File: src/rtl/mcb_pkg.sv
package mcb_pkg;
   localparam int unsigned BUS_W   = 32;
   localparam int unsigned HALF_W  = 16;
   localparam int unsigned FIELD_W = 7;
   localparam int unsigned HI_LSB  = 8;

   typedef enum logic [1:0] {
      RGN_FUNC = 2'd0,
      RGN_INV  = 2'd1,
      RGN_STAT = 2'd2,
      RGN_NONE = 2'd3
   } region_e;

   // Bit-enabled merge of a 7-bit selector
   function automatic logic [FIELD_W-1:0] field_merge(
      input logic [FIELD_W-1:0] cur,
      input logic [FIELD_W-1:0] val,
      input logic [FIELD_W-1:0] en);
      return (cur & ~en) | (val & en);
   endfunction
endpackage

File: src/rtl/mcb_addr_dec.sv
module mcb_addr_dec
   import mcb_pkg::*;
#(
   parameter int unsigned ADDR_W     = 12,
   parameter int unsigned RGN_SHIFT  = 8,
   parameter int unsigned FUNC_WORDS = 4,
   parameter int unsigned INV_WORDS  = 2,
   parameter int unsigned STAT_WORDS = 2,
   localparam int unsigned IDX_W     = RGN_SHIFT - 2,
   localparam int unsigned SEL_W     = ADDR_W - RGN_SHIFT
) (
   input  logic [ADDR_W-1:0] addr_i,
   output region_e           rgn_o,
   output logic [IDX_W-1:0]  idx_o
);
   localparam logic [IDX_W:0] FUNC_LIM = (IDX_W+1)'(FUNC_WORDS);
   localparam logic [IDX_W:0] INV_LIM  = (IDX_W+1)'(INV_WORDS);
   localparam logic [IDX_W:0] STAT_LIM = (IDX_W+1)'(STAT_WORDS);

   logic [SEL_W-1:0] sel;
   logic [1:0]       unused_lsb;

   assign sel        = addr_i[ADDR_W-1:RGN_SHIFT];
   assign idx_o      = addr_i[RGN_SHIFT-1:2];
   assign unused_lsb = addr_i[1:0];

   always_comb begin
      rgn_o = RGN_NONE;
      if (sel == SEL_W'(0) && {1'b0, idx_o} < FUNC_LIM)
         rgn_o = RGN_FUNC;
      else if (sel == SEL_W'(1) && {1'b0, idx_o} < INV_LIM)
         rgn_o = RGN_INV;
      else if (sel == SEL_W'(2) && {1'b0, idx_o} < STAT_LIM)
         rgn_o = RGN_STAT;
   end
endmodule

File: src/rtl/mcb_func_bank.sv
module mcb_func_bank
   import mcb_pkg::*;
#(
   parameter int unsigned NUM_FUNC = 8,
   parameter int unsigned IDX_W    = 6,
   localparam int unsigned FLAT_W  = NUM_FUNC * FIELD_W
) (
   input  logic             clk,
   input  logic             rst_n,
   input  logic             wr_i,
   input  logic [IDX_W-1:0] idx_i,
   input  logic [BUS_W-1:0] wdata_i,
   output logic [FLAT_W-1:0] fields_o,
   output logic [BUS_W-1:0] rword_o
);
   logic [FLAT_W-1:0] fields_q;
   logic              unused_gap;

   assign unused_gap = ^{wdata_i[31], wdata_i[23], wdata_i[15], wdata_i[7]};

   always_ff @(posedge clk) begin
      if (!rst_n) begin
         fields_q <= '0;
      end else if (wr_i) begin
         for (int f = 0; f < int'(NUM_FUNC); f++) begin
            if (idx_i == IDX_W'(f / 2)) begin
               fields_q[f*FIELD_W +: FIELD_W] <= field_merge(
                  fields_q[f*FIELD_W +: FIELD_W],
                  wdata_i[(f % 2)*HI_LSB +: FIELD_W],
                  wdata_i[HALF_W + (f % 2)*HI_LSB +: FIELD_W]);
            end
         end
      end
   end

   always_comb begin
      rword_o = '0;
      for (int f = 0; f < int'(NUM_FUNC); f++) begin
         if (idx_i == IDX_W'(f / 2))
            rword_o[(f % 2)*HI_LSB +: FIELD_W] = fields_q[f*FIELD_W +: FIELD_W];
      end
   end

   assign fields_o = fields_q;
endmodule

File: src/rtl/mcb_mask_bank.sv
module mcb_mask_bank
   import mcb_pkg::*;
#(
   parameter int unsigned NUM_BITS  = 32,
   parameter int unsigned IDX_W     = 6,
   localparam int unsigned NUM_WORDS = NUM_BITS / HALF_W
) (
   input  logic                clk,
   input  logic                rst_n,
   input  logic                wr_i,
   input  logic [IDX_W-1:0]    idx_i,
   input  logic [BUS_W-1:0]    wdata_i,
   output logic [NUM_BITS-1:0] bits_o,
   output logic [BUS_W-1:0]    rword_o
);
   logic [NUM_BITS-1:0] bits_q;
   logic [HALF_W-1:0]   en;
   logic [HALF_W-1:0]   val;

   assign en  = wdata_i[BUS_W-1:HALF_W];
   assign val = wdata_i[HALF_W-1:0];

   always_ff @(posedge clk) begin
      if (!rst_n) begin
         bits_q <= '0;
      end else if (wr_i) begin
         for (int w = 0; w < int'(NUM_WORDS); w++) begin
            if (idx_i == IDX_W'(w))
               bits_q[w*HALF_W +: HALF_W] <= (bits_q[w*HALF_W +: HALF_W] & ~en) | (val & en);
         end
      end
   end

   always_comb begin
      rword_o = '0;
      for (int w = 0; w < int'(NUM_WORDS); w++) begin
         if (idx_i == IDX_W'(w))
            rword_o[HALF_W-1:0] = bits_q[w*HALF_W +: HALF_W];
      end
   end

   assign bits_o = bits_q;
endmodule

File: src/rtl/mcb_stat_bank.sv
module mcb_stat_bank
   import mcb_pkg::*;
#(
   parameter int unsigned NUM_BITS   = 64,
   parameter bit          SAMPLE_REG = 1'b1,
   parameter int unsigned IDX_W      = 6,
   localparam int unsigned NUM_WORDS = NUM_BITS / BUS_W
) (
   input  logic                clk,
   input  logic                rst_n,
   input  logic [NUM_BITS-1:0] stat_i,
   input  logic [IDX_W-1:0]    idx_i,
   output logic [BUS_W-1:0]    rword_o
);
   logic [NUM_BITS-1:0] stat_q;

   generate
      if (SAMPLE_REG) begin : g_sampled
         always_ff @(posedge clk) begin
            if (!rst_n) stat_q <= '0;
            else        stat_q <= stat_i;
         end
      end else begin : g_direct
         logic unused_clk;
         assign unused_clk = clk ^ rst_n;
         assign stat_q     = stat_i;
      end
   endgenerate

   always_comb begin
      rword_o = '0;
      for (int w = 0; w < int'(NUM_WORDS); w++) begin
         if (idx_i == IDX_W'(w))
            rword_o = stat_q[w*BUS_W +: BUS_W];
      end
   end
endmodule

File: src/rtl/masked_ctrl_bank.sv
module masked_ctrl_bank
   import mcb_pkg::*;
#(
   parameter int unsigned ADDR_W      = 12,
   parameter int unsigned RGN_SHIFT   = 8,
   parameter int unsigned NUM_FUNC    = 8,
   parameter int unsigned NUM_INV     = 32,
   parameter int unsigned NUM_STAT    = 64,
   parameter bit          STAT_SAMPLE = 1'b1
) (
   input  logic                        clk,
   input  logic                        rst_n,
   input  logic                        wr_en,
   input  logic                        rd_en,
   input  logic [ADDR_W-1:0]           addr,
   input  logic [31:0]                 wr_data,
   output logic [31:0]                 rd_data,
   input  logic [NUM_STAT-1:0]         stat_i,
   output logic [NUM_FUNC*FIELD_W-1:0] func_sel_o,
   output logic [NUM_INV-1:0]          inv_o
);
   localparam int unsigned IDX_W      = RGN_SHIFT - 2;
   localparam int unsigned FUNC_WORDS = (NUM_FUNC + 1) / 2;
   localparam int unsigned INV_WORDS  = NUM_INV / HALF_W;
   localparam int unsigned STAT_WORDS = NUM_STAT / BUS_W;

   generate
      if (NUM_INV == 0 || NUM_INV % HALF_W != 0) begin : g_bad_inv
         $error("NUM_INV must be a non-zero multiple of 16");
      end
      if (NUM_STAT == 0 || NUM_STAT % BUS_W != 0) begin : g_bad_stat
         $error("NUM_STAT must be a non-zero multiple of 32");
      end
      if (NUM_FUNC == 0) begin : g_bad_func
         $error("NUM_FUNC must be non-zero");
      end
      if (RGN_SHIFT < 3 || ADDR_W < RGN_SHIFT + 2) begin : g_bad_addr
         $error("ADDR_W must leave at least two region select bits above RGN_SHIFT");
      end
      if (FUNC_WORDS > 2**IDX_W || INV_WORDS > 2**IDX_W || STAT_WORDS > 2**IDX_W) begin : g_bad_fit
         $error("a region holds more words than RGN_SHIFT allows");
      end
   endgenerate

   region_e          rgn;
   logic [IDX_W-1:0] idx;
   logic [31:0]      func_word, inv_word, stat_word;
   logic             func_wr, inv_wr;

   mcb_addr_dec #(
      .ADDR_W(ADDR_W), .RGN_SHIFT(RGN_SHIFT),
      .FUNC_WORDS(FUNC_WORDS), .INV_WORDS(INV_WORDS), .STAT_WORDS(STAT_WORDS)
   ) u_dec (
      .addr_i(addr), .rgn_o(rgn), .idx_o(idx)
   );

   assign func_wr = wr_en && (rgn == RGN_FUNC);
   assign inv_wr  = wr_en && (rgn == RGN_INV);

   mcb_func_bank #(.NUM_FUNC(NUM_FUNC), .IDX_W(IDX_W)) u_func (
      .clk(clk), .rst_n(rst_n), .wr_i(func_wr), .idx_i(idx),
      .wdata_i(wr_data), .fields_o(func_sel_o), .rword_o(func_word)
   );

   mcb_mask_bank #(.NUM_BITS(NUM_INV), .IDX_W(IDX_W)) u_inv (
      .clk(clk), .rst_n(rst_n), .wr_i(inv_wr), .idx_i(idx),
      .wdata_i(wr_data), .bits_o(inv_o), .rword_o(inv_word)
   );

   mcb_stat_bank #(.NUM_BITS(NUM_STAT), .SAMPLE_REG(STAT_SAMPLE), .IDX_W(IDX_W)) u_stat (
      .clk(clk), .rst_n(rst_n), .stat_i(stat_i), .idx_i(idx), .rword_o(stat_word)
   );

   always_ff @(posedge clk) begin
      if (!rst_n) begin
         rd_data <= '0;
      end else if (rd_en) begin
         case (rgn)
            RGN_FUNC: rd_data <= func_word;
            RGN_INV:  rd_data <= inv_word;
            RGN_STAT: rd_data <= stat_word;
            default:  rd_data <= '0;
         endcase
      end
   end
endmodule

File: config.mk
export PLATFORM = sky130hd
export DESIGN_NAME = masked_ctrl_bank
export DESIGN_NICKNAME = d
export VERILOG_FILES = /design/src/rtl/mcb_pkg.sv /design/src/rtl/mcb_addr_dec.sv /design/src/rtl/mcb_func_bank.sv /design/src/rtl/mcb_mask_bank.sv /design/src/rtl/mcb_stat_bank.sv /design/src/rtl/masked_ctrl_bank.sv
export SDC_FILE = /design/constraint.sdc
export NUM_CORES = 1
export LEC_CHECK = 0
export BUFFER_PORTS_ARGS = -buffer_cell sky130_fd_sc_hd__buf_2
export CORE_MARGIN = 2
export CORE_UTILIZATION = 45
export CTS_CLUSTER_DIAMETER = 80
export DETAILED_ROUTE_END_ITERATION = 7
export HOLD_SLACK_MARGIN = 0.08
export MAX_ROUTING_LAYER = met4
export PLACE_DENSITY = 0.71
export SLEW_MARGIN = 0
export SYNTH_ARGS = -nofsm -noshare
export SYNTH_HDL_FRONTEND = slang
export SYNTH_SLANG_ARGS = --single-unit
File: constraint.sdc
create_clock -name clk -period 2.6 [get_ports clk]
set_clock_uncertainty 0.05 [all_clocks]
set_input_delay 0.26 -clock clk [delete_from_list [all_inputs] [get_ports clk]]
set_output_delay 0.26 -clock clk [all_outputs]
set_load 0.02 [all_outputs]
==> flow_summary_export.csv <==
group,metric,value,unit
outcome,status,"finished clean",
setup_path,worstPathRequired,2.91,ns
power_and_ir_drop,comb_power_share,0.087,
clock_tree,ctsResizeCount,0,
clock_tree,cts_buffer_depth,2,
timing,slew_headroom,0.327,
logic_synthesis,netlist_instances,805,
setup_path,timing.rr.end,"rd_data[3]$_SDFFE_PN0P_",
placed_design,portBuffers,229,
global_route,grt_max_degree,66,
clock_tree,h-tree-depth,4,
timing,fin_crit_sh,0.841,
cells_and_area,final_cells,1324,
global_route,antenna_found_initial,0,
timing,drv_slew,0,
clock_tree,cts.sinks,184,
setup_path,cpPeakStageDelay,0.64,ns
floorplanning,core_area,16500,um^2
global_route,gr-usage-all-layers,0.286,
placed_design,place_inst,1208,
power_and_ir_drop,peakVddDrop,452,uV
setup_path,slowest_stage,"and4_1",
clock_tree,ctsHoldBuffers,84,
setup_path,critPathCaptureType,"register",
power_and_ir_drop,swShare,0.258,
timing,tns,0,ns
drt,drt_pass1_iterations,5,
timing,worst_pin_slew,1.01,ns
power_and_ir_drop,powerDensity,587,nW/um^2
setup_path,path_class,"in -> reg",
floorplanning,fp.dieArea,17800,um^2
timing,min_period,2.19,ns
cells_and_area,fin_nets,1203,
power_and_ir_drop,seqPwrFrac,0.476,
floorplanning,initial_utilization,0.459,
cells_and_area,final_cell_mix,"buf_2, dfxtp_1, dlygate4sd3_1, and2_1, o21ai_0",
logic_synthesis,ys_seq_area_frac,0.488,
clock_tree,cts_tree,"built",
setup_path,path_buf_inv,3,
setup_path,crit_path_start_kind,"input pin",
floorplanning,pin_count,232,
drt,wire_per_inst,19.1,um
drt,ant_nets,0,
cells_and_area,areaGrowthSynthToFinish,36.6,%
drt,num_vias,7365,
min_path,whs_path_depth,3,
setup_path,worst-path-max-fanout,20,
setup_path,cp_cell_sequence,"buf_2, nor4_2, buf_4, and4_1, nand4_1, dlygate4sd3_1, a21oi_1",
clock_tree,cts_setup_buffers,0,
min_path,hold_class,"in -> reg",
timing,timing_hold_violations_final,0,
logic_synthesis,syn_avg_cell_area,9.38,um^2
cells_and_area,num-fill-cells,1400,
floorplanning,die_width,134,um
power_and_ir_drop,clkPwrFrac,0.437,
setup_path,critPathTopFamily,"simple AND/OR/NAND/NOR gates",
clock_tree,cts_inserted_buffers,17,
drt,vias_per_cell,5.56,
clock_tree,clock-root-buffer,"clkbuf_16",
logic_synthesis,synth_nets,917,
setup_path,rr_worst_depth,4,
setup_path,r2r_slack,1.25,ns
timing,rsz0062_at_grt,"no",
drt,routed_wl,25200,um
timing,fmax,0.457,GHz
placed_design,place_congestion,0.879,
min_path,hold_path_startpoint,"rd_en",
power_and_ir_drop,p_switching,1.56,mW
logic_synthesis,yosysWarnings,0,
cells_and_area,final_common_cell,"buf_2",
job,cap_violations,0,
drt,drt_iter0_drc,565,
setup_path,arrival,2.50,ns
global_route,globalRoute.totalOverflow,0,
cells_and_area,layout-drive-gt1-share,0.279,
power_and_ir_drop,leakage,4.34,nW
clock_tree,clk_latency,0.44,ns
cells_and_area,ff_latch_area,3680,um^2
logic_synthesis,synth_seq_cells,184,
floorplanning,die_y,134,um
logic_synthesis,synth_cell_types,39,
min_path,min_to,"rd_data[7]$_SDFFE_PN0P_",
drt,drc,0,
cells_and_area,multi_input_area,3570,um^2
clock_tree,cts.reportedPaths.clkPinSlew,0.07,ns
timing,setup_viol,0,
global_route,grt_pass1_wl,38600,um
global_route,grt_pass1_vias,7097,
logic_synthesis,synth_area,7550,um^2
placed_design,hpwl,16400,um
floorplanning,placement_rows,47,
cells_and_area,insertedDiodeCount,0,
power_and_ir_drop,p_int,4.49,mW
==> power groups by stage <==
stage / Sequential (mW) / Clock, mW / Combinational (mW)
after detailed placement: 2.95 / 0 / 0.415
after global placement: 2.95 / 0 / 0.411
after CTS: 2.88 / 2.66 / 0.515
after global routing: 2.89 / 2.80 / 0.564
after floorplan: 2.94 / 0 / 0.239
final: 2.88 / 2.65 / 0.529
==> per-layer routing <==
metal,wire length [um],share of wire,global-route usage,vias up
li1,-,-,-,3537
met1,10800,0.43,0.369,3403
met2,11500,0.45,0.443,365
met3,2250,0.089,0.0616,60
met4,719,0.028,0.105,0
met5,0,0,-,-
==> how the worst max path moves through the flow <==
stage,slack (ns),start,cells past startpoint,to
finish,0.41,addr[6],7,register
global route,0.30,addr[6],7,register
CTS,0.51,addr[6],7,register
detailed placement,0.55,addr[6],5,rd_data[12]$_SDFFE_PN0P_
global placement,0.59,addr[6],5,rd_data[2]$_SDFFE_PN0P_
floorplan,0.87,addr[2],7,rd_data[21]$_SDFFE_PN0P_
==> kinds of logic after synthesis <==
kind of cell | share of synthesized area
simple gates | 0.171
buf+inv | 0.0406
compound gates | 0.211
flops | 0.488
mux | 0.0890
==> layout make-up <==
cell class	count	area share
flip-flops and latches	184	0.357
multi-input cells	551	0.346
repair buffers	334	0.211
clock buffers	17	0.0412
well taps	220	0.0267
clock inverters	15	0.0172
inverters	3	0.00109
==> cells in the mapped netlist (all sizes together) <==
| cell | count | share of area |
|---|---|---|
| o22ai | 27 | 0.022 |
| o31ai | 34 | 0.034 |
| nand2 | 61 | 0.030 |
| and2 | 81 | 0.067 |
| inv | 3 | 0.0015 |
| a21oi | 57 | 0.038 |
| nand2b | 5 | 0.0041 |
| nor4 | 4 | 0.0061 |
| nor3b | 1 | 0.00099 |
| o211ai | 45 | 0.045 |
| buf | 19 | 0.015 |
| nor2 | 4 | 0.0020 |
| mux2 | 11 | 0.016 |
| clkbuf | 48 | 0.024 |
| or4 | 1 | 0.0015 |
| a22oi | 3 | 0.0030 |
| o2111ai | 1 | 0.0012 |
| or3b | 1 | 0.0012 |
| nand3 | 26 | 0.017 |
| nor3 | 2 | 0.0028 |
| mux4 | 3 | 0.0089 |
| o21ai | 84 | 0.056 |
| dfxtp | 184 | 0.49 |
| a2bb2oi | 11 | 0.013 |
| or2 | 1 | 0.00083 |
| nand4 | 38 | 0.035 |
| nor2b | 1 | 0.00083 |
| and4 | 1 | 0.0012 |
| mux2i | 48 | 0.064 |
==> worst reg2reg max path: cells and delay by family (launching register included) <==
kind / cells / cell delay (ns)
compound gates: 3 / 0.55
flops: 1 / 0.34
mux: 1 / 0.26
==> per-stage QoR <==
stage	utilization	area, um^2	power [mW]	setup slack, ns	hold WS [ns]
floorplan	-	7550	3.18	0.871	0.332
global placement	0.539	8870	3.36	0.593	0.380
detailed placement	0.539	8870	3.36	0.553	0.386
CTS	0.627	10300	6.06	0.507	0.111
global route	0.627	10300	6.25	0.303	0.128
finish	0.627	10300	6.06	0.414	0.135
(Power assumes the default switching activity.)
